File: src/rtl/pw_pkg.sv
`timescale 1ns/1ps
package pw_pkg;
    typedef enum logic [2:0] {
        ST_IDLE, ST_LKP, ST_REQ, ST_WAIT, ST_INST, ST_DONE
    } walk_st_e;

    typedef enum logic [1:0] {
        ACC_LOAD  = 2'd0,
        ACC_STORE = 2'd1,
        ACC_FETCH = 2'd2
    } acc_e;

    typedef enum logic [2:0] {
        FLT_NONE       = 3'd0,
        FLT_IMISS      = 3'd1,
        FLT_DMISS      = 3'd2,
        FLT_IPRIV      = 3'd3,
        FLT_DPRIV      = 3'd4,
        FLT_LOAD_DENY  = 3'd5,
        FLT_STORE_DENY = 3'd6,
        FLT_FETCH_DENY = 3'd7
    } fault_e;

    localparam int ATTR_W = 4;
    localparam int RING_W = 2;
endpackage

File: src/rtl/pw_pte_addr.sv
`timescale 1ns/1ps
module pw_pte_addr #(
    parameter int AW    = 32,
    parameter int SHIFT = 10,
    parameter int ALIGN = 2
) (
    input  logic [AW-1:0] base,
    input  logic [AW-1:0] va,
    output logic [AW-1:0] pte_va
);
    localparam logic [AW-1:0] ALIGN_MASK = ~((AW'(1) << ALIGN) - AW'(1));

    always_comb begin
        pte_va = (base | (va >> SHIFT)) & ALIGN_MASK;
    end
endmodule

File: src/rtl/pw_rights.sv
`timescale 1ns/1ps
module pw_rights
    import pw_pkg::*;
(
    input  logic [ATTR_W-1:0] attr,
    input  acc_e              kind,
    output logic              granted
);
    logic rd, wr, ex;

    always_comb begin
        rd = 1'b0;
        wr = 1'b0;
        ex = 1'b0;
        if (attr < 4'd12) begin
            rd = 1'b1;
            ex = attr[0];
            wr = attr[1];
        end else if (attr == 4'd13) begin
            rd = 1'b1;
            wr = 1'b1;
        end
        case (kind)
            ACC_LOAD:  granted = rd;
            ACC_STORE: granted = wr;
            ACC_FETCH: granted = ex;
            default:   granted = 1'b0;
        endcase
    end

    always_comb begin
        if (attr == 4'd12 || attr == 4'd14 || attr == 4'd15)
            a_r9_reserved_denied: assert (!granted);
    end
endmodule

File: src/rtl/pw_victim.sv
`timescale 1ns/1ps
module pw_victim #(
    parameter int NWAYS = 4,
    localparam int WAY_W = (NWAYS > 1) ? $clog2(NWAYS) : 1
) (
    input  logic             clk,
    input  logic             rst_n,
    input  logic             adv,
    output logic [WAY_W-1:0] way
);
    logic [WAY_W-1:0] way_q, way_d, nxt;

    always_comb begin
        nxt   = (way_q == WAY_W'(NWAYS - 1)) ? '0 : way_q + 1'b1;
        way_d = adv ? nxt : way_q;
        way   = nxt;
    end

    always_ff @(posedge clk) begin
        if (!rst_n) way_q <= '0;
        else        way_q <= way_d;
    end

    a_r6_way_step: assert property (@(posedge clk) disable iff (!rst_n)
        adv |=> way_q == $past(nxt));
    a_r6_way_hold: assert property (@(posedge clk) disable iff (!rst_n)
        !adv |=> $stable(way_q));
endmodule

File: src/rtl/pte_refill_walker.sv
`timescale 1ns/1ps
module pte_refill_walker
    import pw_pkg::*;
#(
    parameter int AW        = 32,
    parameter int PAGE_BITS = 12,
    parameter int PTE_SHIFT = 10,
    parameter int NWAYS     = 4,
    parameter int ASID_W    = 8,
    localparam int WAY_W    = (NWAYS > 1) ? $clog2(NWAYS) : 1,
    localparam int RASID_W  = ASID_W * (1 << RING_W)
) (
    input  logic               clk,
    input  logic               rst_n,
    input  logic               req_valid,
    input  logic [AW-1:0]      req_vaddr,
    input  logic [1:0]         req_kind,
    input  logic [RING_W-1:0]  req_priv,
    input  logic [AW-1:0]      pt_base,
    input  logic [RASID_W-1:0] rasid,
    output logic               busy,
    output logic               lkp_valid,
    output logic [AW-1:0]      lkp_vaddr,
    input  logic               lkp_hit,
    input  logic [AW-1:0]      lkp_paddr,
    output logic               mem_req,
    output logic [AW-1:0]      mem_addr,
    input  logic               mem_rsp_valid,
    input  logic [AW-1:0]      mem_rsp_data,
    input  logic               mem_rsp_err,
    output logic               tlb_wr_en,
    output logic [WAY_W-1:0]   tlb_wr_way,
    output logic [AW-1:0]      tlb_wr_vpn,
    output logic [AW-1:0]      tlb_wr_ppn,
    output logic [ASID_W-1:0]  tlb_wr_asid,
    output logic [ATTR_W-1:0]  tlb_wr_attr,
    output logic [AW-1:0]      excvaddr,
    output logic               done,
    output logic [2:0]         fault_code,
    output logic [AW-1:0]      paddr
);
    localparam logic [AW-1:0] PAGE_MASK = ~((AW'(1) << PAGE_BITS) - AW'(1));

    typedef struct packed {
        walk_st_e          st;
        logic [AW-1:0]     va;
        acc_e              kind;
        logic [RING_W-1:0] priv;
        logic [AW-1:0]     pte_pa;
        logic [AW-1:0]     pte;
        fault_e            code;
        logic [AW-1:0]     pa;
        logic [AW-1:0]     excv;
    } walk_regs_t;

    walk_regs_t r_q, r_d;
    logic              adv;
    logic              granted;
    logic [RING_W-1:0] ring;
    fault_e            miss_code;

    pw_pte_addr #(.AW(AW), .SHIFT(PTE_SHIFT), .ALIGN(2)) u_addr (
        .base   (pt_base),
        .va     (r_q.va),
        .pte_va (lkp_vaddr)
    );

    pw_rights u_rights (
        .attr    (r_q.pte[ATTR_W-1:0]),
        .kind    (r_q.kind),
        .granted (granted)
    );

    pw_victim #(.NWAYS(NWAYS)) u_victim (
        .clk   (clk),
        .rst_n (rst_n),
        .adv   (adv),
        .way   (tlb_wr_way)
    );

    always_comb begin
        ring        = r_q.pte[ATTR_W +: RING_W];
        miss_code   = (r_q.kind == ACC_FETCH) ? FLT_IMISS : FLT_DMISS;
        tlb_wr_vpn  = r_q.va & PAGE_MASK;
        tlb_wr_ppn  = r_q.pte & PAGE_MASK;
        tlb_wr_attr = r_q.pte[ATTR_W-1:0];
        tlb_wr_asid = rasid[ring*ASID_W +: ASID_W];
    end

    always_comb begin
        r_d       = r_q;
        adv       = 1'b0;
        lkp_valid = 1'b0;
        mem_req   = 1'b0;
        tlb_wr_en = 1'b0;
        done      = 1'b0;
        case (r_q.st)
            ST_IDLE: if (req_valid) begin
                r_d.st   = ST_LKP;
                r_d.va   = req_vaddr;
                r_d.kind = acc_e'(req_kind);
                r_d.priv = req_priv;
                r_d.code = FLT_NONE;
                r_d.pa   = '0;
            end
            ST_LKP: begin
                lkp_valid = 1'b1;
                if (lkp_hit) begin
                    r_d.pte_pa = lkp_paddr;
                    r_d.st     = ST_REQ;
                end else begin
                    r_d.code = miss_code;
                    r_d.st   = ST_DONE;
                end
            end
            ST_REQ: begin
                mem_req = 1'b1;
                r_d.st  = ST_WAIT;
            end
            ST_WAIT: if (mem_rsp_valid) begin
                if (mem_rsp_err) begin
                    r_d.code = miss_code;
                    r_d.st   = ST_DONE;
                end else begin
                    r_d.pte = mem_rsp_data;
                    r_d.st  = ST_INST;
                end
            end
            ST_INST: begin
                tlb_wr_en = 1'b1;
                adv       = 1'b1;
                r_d.excv  = r_q.va;
                r_d.st    = ST_DONE;
                if (ring < r_q.priv)
                    r_d.code = (r_q.kind == ACC_FETCH) ? FLT_IPRIV : FLT_DPRIV;
                else if (!granted)
                    r_d.code = (r_q.kind == ACC_FETCH) ? FLT_FETCH_DENY :
                               (r_q.kind == ACC_STORE) ? FLT_STORE_DENY : FLT_LOAD_DENY;
                else
                    r_d.pa = tlb_wr_ppn | (r_q.va & ~PAGE_MASK);
            end
            ST_DONE: begin
                done   = 1'b1;
                r_d.st = ST_IDLE;
            end
            default: r_d.st = ST_IDLE;
        endcase
    end

    always_ff @(posedge clk) begin
        if (!rst_n) begin
            r_q      <= '0;
            r_q.st   <= ST_IDLE;
            r_q.code <= FLT_NONE;
            r_q.kind <= ACC_LOAD;
        end else begin
            r_q <= r_d;
        end
    end

    always_comb begin
        busy       = (r_q.st != ST_IDLE);
        mem_addr   = r_q.pte_pa;
        excvaddr   = r_q.excv;
        fault_code = r_q.code;
        paddr      = r_q.pa;
    end

    a_r1_done_while_busy: assert property (@(posedge clk) disable iff (!rst_n)
        done |-> busy);
    a_r1_done_single: assert property (@(posedge clk) disable iff (!rst_n)
        done |=> !busy);
    a_r2_lookup_single: assert property (@(posedge clk) disable iff (!rst_n)
        lkp_valid |=> !lkp_valid);
    a_r3_req_needs_hit: assert property (@(posedge clk) disable iff (!rst_n)
        mem_req |-> $past(lkp_valid && lkp_hit));
    a_r4_write_needs_good_rsp: assert property (@(posedge clk) disable iff (!rst_n)
        tlb_wr_en |-> $past(mem_rsp_valid && !mem_rsp_err));
    a_r7_excv_on_write: assert property (@(posedge clk) disable iff (!rst_n)
        tlb_wr_en |=> excvaddr == $past(r_q.va));
    a_r11_paddr_offset: assert property (@(posedge clk) disable iff (!rst_n)
        (done && fault_code == FLT_NONE) |->
            paddr[PAGE_BITS-1:0] == excvaddr[PAGE_BITS-1:0]);
endmodule

File: config.mk
export PLATFORM = sky130hd
export DESIGN_NAME = pte_refill_walker
export DESIGN_NICKNAME = d
export VERILOG_FILES = /design/src/rtl/pw_pkg.sv /design/src/rtl/pw_pte_addr.sv /design/src/rtl/pw_rights.sv /design/src/rtl/pw_victim.sv /design/src/rtl/pte_refill_walker.sv
export SDC_FILE = /design/constraint.sdc
export NUM_CORES = 1
export LEC_CHECK = 0
export BUFFER_PORTS_ARGS = -buffer_cell sky130_fd_sc_hd__buf_2
export CAP_MARGIN = 20
export CORE_AREA = 2 2 150 152
export DETAILED_ROUTE_END_ITERATION = 7
export DIE_AREA = 0 0 152 154
export GPL_ROUTABILITY_DRIVEN = 0
export MAX_ROUTING_LAYER = met4
export PLACE_DENSITY = 0.66
export SLEW_MARGIN = 15
export SYNTH_ARGS = -nofsm -noshare
export SYNTH_HDL_FRONTEND = slang
export SYNTH_SLANG_ARGS = --single-unit
File: constraint.sdc
create_clock -name clk -period 3.1 [get_ports clk]
set_input_delay 0.155 -clock clk [delete_from_list [all_inputs] [get_ports clk]]
set_output_delay 0.155 -clock clk [all_outputs]
set_load 0.1 [all_outputs]
; ---- Word level (Yosys, flattened, before mapping)
; Index checks and enable logic that the tools add are counted.
[totals]
ff_bits = 172
latch_bits = 0
mem_bits_rw = 0
romBits = 0
input_bits = 170
output_inout_bits = 214
mem_count = 0
[classes]
addsub = 1
n_mul = 0
div_mod_pow = 0
magnitude_cmp = 2
n_eq_ne = 16
shift = 1
n_mux = 29
n_bitwise = 3
n_reduce_logical = 11
[ops]
columns = op, count
row1 = 32-bit 2-to-1 mux, 2
row2 = 32-bit case mux with 2 select lines, 1
row3 = 39-bit 2-to-1 mux, 1
row4 = 35-bit 2-to-1 mux, 1
row5 = 32-bit by 12-bit bitwise OR with 32-bit output, 1
row6 = 32-bit by 22-bit bitwise OR with 32-bit output, 1
row7 = 32-bit by 6-bit indexed part select with 8-bit output, 1
row8 = 3-bit 2-to-1 mux, 8
row9 = 3-bit case mux with 5 select lines, 1
row10 = 2-bit != test (second input constant), 6
row11 = 3-bit case mux with 4 select lines, 1
row12 = 1-bit 2-to-1 mux, 9
row13 = 2-bit 2-to-1 mux, 4
row14 = 3-bit by 2-bit == test with 1-bit output (second input constant), 2
row15 = 3-bit == test (second input constant), 2
row16 = 2-bit AND reduction, 3
row17 = 6-bit AND reduction, 1
row18 = 2-bit == test (second input constant), 2
row19 = 4-bit == test (second input constant), 1
row20 = 4-bit < comparator (second input constant), 1
row21 = 4-bit AND reduction, 1
row22 = 4-bit nonzero test, 1
row23 = 3-bit by 1-bit == test with 1-bit output (second input constant), 1
row24 = 3-bit logical NOT, 1
row25 = 10 further kinds, 10

; ---- Depth between registers and ports, before layout
[logic_depth]
ltp_word = 7
depth_mapped = 8
mapped_depth_nobuf = 7

; ---- By module
; Synthesis repeated with hierarchy kept, for this count alone.
[unflattened]
cells_unflattened = 979
area_unflattened_um2 = 7791.2
[by_module_without_submodules]
columns = module, instances, cells_per_inst, area_each_um2, seq_area_each_um2
row1 = pte_refill_walker, 1, 931, 7444.6, 3283.1
row2 = pw_pte_addr, 1, 33, 219.0, 0.0
row3 = pw_victim, 1, 8, 90.1, 40.0
row4 = pw_rights, 1, 7, 37.5, 0.0

; ---- Worst setup path before layout
; Ideal clock, no wire load.
[synth_timing]
path_kind = register to output
startpoint = register r_q[168] (netlist bit)
endpoint = output port mem_req
t_arrival_ns = 2.751
path_slack_ns = 0.194
path_stages_with_launch = 3
n_path_buf = 1
path_cell_list = dfxtp_1 buf_2 nor3b_1
[synth_between]
elab_chain_cells = 2
[synth_rtl]
columns = item, line_no
row1 = start: declaration, pte_refill_walker.sv:56  ; walk_regs_t r_q, r_d;
row2 = start signal: assignment, pte_refill_walker.sv:157  ; r_q <= r_d;
row3 = 3-bit by 2-bit == test with 1-bit output, pte_refill_walker.sv:97  ; case (r_q.st)
row4 = 1-bit 2-to-1 mux, pte_refill_walker.sv:97
row5 = end: declaration, pte_refill_walker.sv:26  ; output logic mem_req,
; Every way passes these cells.

; ---- Worst setup path in the final report
[layout_timing]
startpoint = register r_q[71] (netlist bit)
endpoint = output port tlb_wr_asid[0]
[layout_between]
elab_chain_cells = 1
[layout_rtl]
columns = item, line_no
row1 = 32-bit by 6-bit indexed part select with 8-bit output, pte_refill_walker.sv:87  ; tlb_wr_asid = rasid[ring*ASID_W +: ASID_W];
row2 = end: declaration, pte_refill_walker.sv:35  ; output logic [ASID_W-1:0] tlb_wr_asid,
; Every way passes these cells.

==> qor.yml <==
routing:
  vias: 6616
  routed_wl_mm: 21.29
  ant_nets: 0
  vias_per_cell: 4.547
  drc_errors: 0
  drt-wirelength-per-cell_um: 14.63
  drtIter0Drc: 257
  drt_first_pass_iters: 4
critical_path:
  timing_worst_setup_path_type: "reg -> out"
  cp-startpoint: "r_q[71]"
  worstReg2RegStart: "r_q[71]"
  cp.required_ps: 2940
  cp-start-kind: "register"
  arrival_ps: 2020
  endpoint: "tlb_wr_asid[0]"
  r2r_slack_ps: 960
  r2r_end: "paddr[6]"
  endpoint_kind: "output pin"
  worst-path-max-fanout: 10
  rr_worst_depth: 6
synth:
  synth_ff_type: "dfxtp_1"
  synth-edff-count: 0
  yosysSeqAreaShare_pct: 41.70
  syn-cell-area_um2: 7970
  ys_ff_latch: 166
  ys_async_sr_fraction_pct: 0
  synth_warnings: 0
  syn_area_per_cell_um2: 8.701
  synth_cells: 916
  ys_types: 42
timing:
  slew_viol_final: 0
  achievable-frequency_ghz: 0.4598
  finalHoldViolCount: 0
  fin_crit_sh_pct: 70.16
  relSlewSlack_pct: 32.43
  holdWs_ps: 8.709
  rsz0062_at_grt: "false"
  worst_slack_ps: 925.0
  timing.final.crit_period_ps: 2175
  finalClockSkew_ps: 14.53
  setup_violations: 0
  worst_pin_slew_ps: 1011
  tns_ps: 0
floorplan:
  core-area_um2: 21690
  die_area_um2: 23410
  rows: 54
  die_w_um: 152
  initial_core_util_pct: 36.75
  pin_count: 384
  die_y_um: 154
finish:
  area_delta_synth_final_pct: 26.33
  nets: 1335
  drive_gt1_share_pct: 34.22
  finalNonFillerCells: 1455
  final_common_cell: "buf_2"
  layout_common_cells: "buf_2 (327), nand2_1 (266), dfxtp_1 (166), dlygate4sd3_1 (90), a21boi_1 (72)"
global_routing:
  grt-ovfl-total: 0
  grt_usage_pct: 18.21
  top_usage_layer: "met2"
  grt_pass1_wl_mm: 33.55
  grt_max_degree: 97
  grtUsageMet2_pct: 31.38
  use_met1_pct: 21.05
  grt_use_met3_pct: 4.510
  antenna_found_initial: 3
  grt_pass1_vias: 6416
clock_tree:
  cts_tree: "built"
  postCtsHoldBufs: 90
  clk_latency_ps: 420
  cts_max_path_buffers: 2
  path_clk_slew_ps: 70
  clockRootBuffer: "clkbuf_16"
  cts_resized: 0
  postCtsSetupBuffers: 0
  cts.sinks: 166
  cts-htree-levels: 4
  numCtsBuffers: 17
hold_path:
  timing.hold.worst.class: "in -> reg"
pwr:
  fin_total_pwr_uw: 5820
  cellPowerDensity_nw_per_um2: 578.0
  leakage_uw: 0.004595
  max-vdd-ir-drop_mv: 0.3575
placement:
  place_ws_ps: 966.5
  io_buffers: 329
  dp.cells: 1330
  hpwl_mm: 14.33
outcome:
  outcome: "complete, no violations"
run:
  maxCapViolations: 0
## cell usage after synthesis (2+ instances only)
library cell    n  area share, %
buf_1           2          0.094
nor2_1          7           0.33
nor3b_1         3           0.28
inv_1           7           0.33
ha_1            6           0.94
a22o_1         32            3.5
buf_8           3           0.57
clkbuf_1       26            1.2
or2_2          20            1.6
buf_2          19            1.2
buf_4         179             17
buf_6           2           0.28
mux4_1          8            2.6
nand2_1       267             13
nor2b_1         4           0.31
nor3_1          4           0.25
a21boi_1       72            6.8
and2_1          3           0.24
mux2i_1         2           0.25
dfxtp_1       166             42
nand3_1         2           0.13
a21boi_0       56            5.3
a21oi_1         3           0.19
o21ai_0         5           0.31
## critical path, stage by stage, from the launching register on
cell	delay (ps)
dfxtp_1	610
mux4_1	660
buf_2	320
## sequential cells by signal (all words and copies together) (netlist names)
signal          cells
excvaddr           32
fault_code          3
mem_addr           32
paddr              32
r_q                21
tlb_wr_attr         4
tlb_wr_ppn         20
tlb_wr_vpn         20
u_victim.way_q      2
## where the power goes
group	internal, uW	switching [uW]	total, uW
registers	2210	62.1	2270
logic	340	1110	1450
clock network	1160	944	2100
## worst min path at each step
stage | start | endpoint | slack [ps] | depth (start not counted)
after floorplan | lkp_paddr[10] | mem_addr[10] | 290 | 2
after global placement | pt_base[22] | lkp_vaddr[22] | 310 | 0
after detailed placement | pt_base[22] | lkp_vaddr[22] | 310 | 0
after CTS | mem_rsp_data[29] | tlb_wr_ppn[29] | 0.7 | 3
after global routing | req_kind[1] | r_q[134] | 10 | 3
final | req_kind[1] | r_q[134] | 9 | 3
## metrics by stage
step                instance area, um^2  util (%)
finish                            10070     46.42
global placement                   8576     39.54
global route                      10070     46.42
CTS                               10060     46.39
detailed placement                 8576     39.54
floorplan                          8064         -
## kinds of logic after synthesis
family,after synthesis,share of synthesized area (%)
DFF,166,41.70
other,1,0.04705
muxes,10,2.889
buffers and inverters,238,20.55
and+or+nand+nor,315,16.28
adders and majority gates,6,0.9419
AOI/OAI and AO/OA,180,17.60
## area by class of cell
type                            count  area, um^2
Multi-Input combinational cell    537        3117
Antenna cell                        3       7.507
Inverter                            7       26.28
Clock buffer                       19       442.9
Timing Repair Buffer              430        2660
Tap cell                          280       350.3
Sequential cell                   166        3323
Fill cell                        2106       11620
Clock inverter                     13       141.4
## per-layer routing
layer / vias up / part of all wire, %
li1: 3279 / -
met1: 3092 / 44
met2: 228 / 49
met3: 17 / 5.6
met4: 0 / 1.3
met5: - / 0
Power figures use the tool's default switching activity.
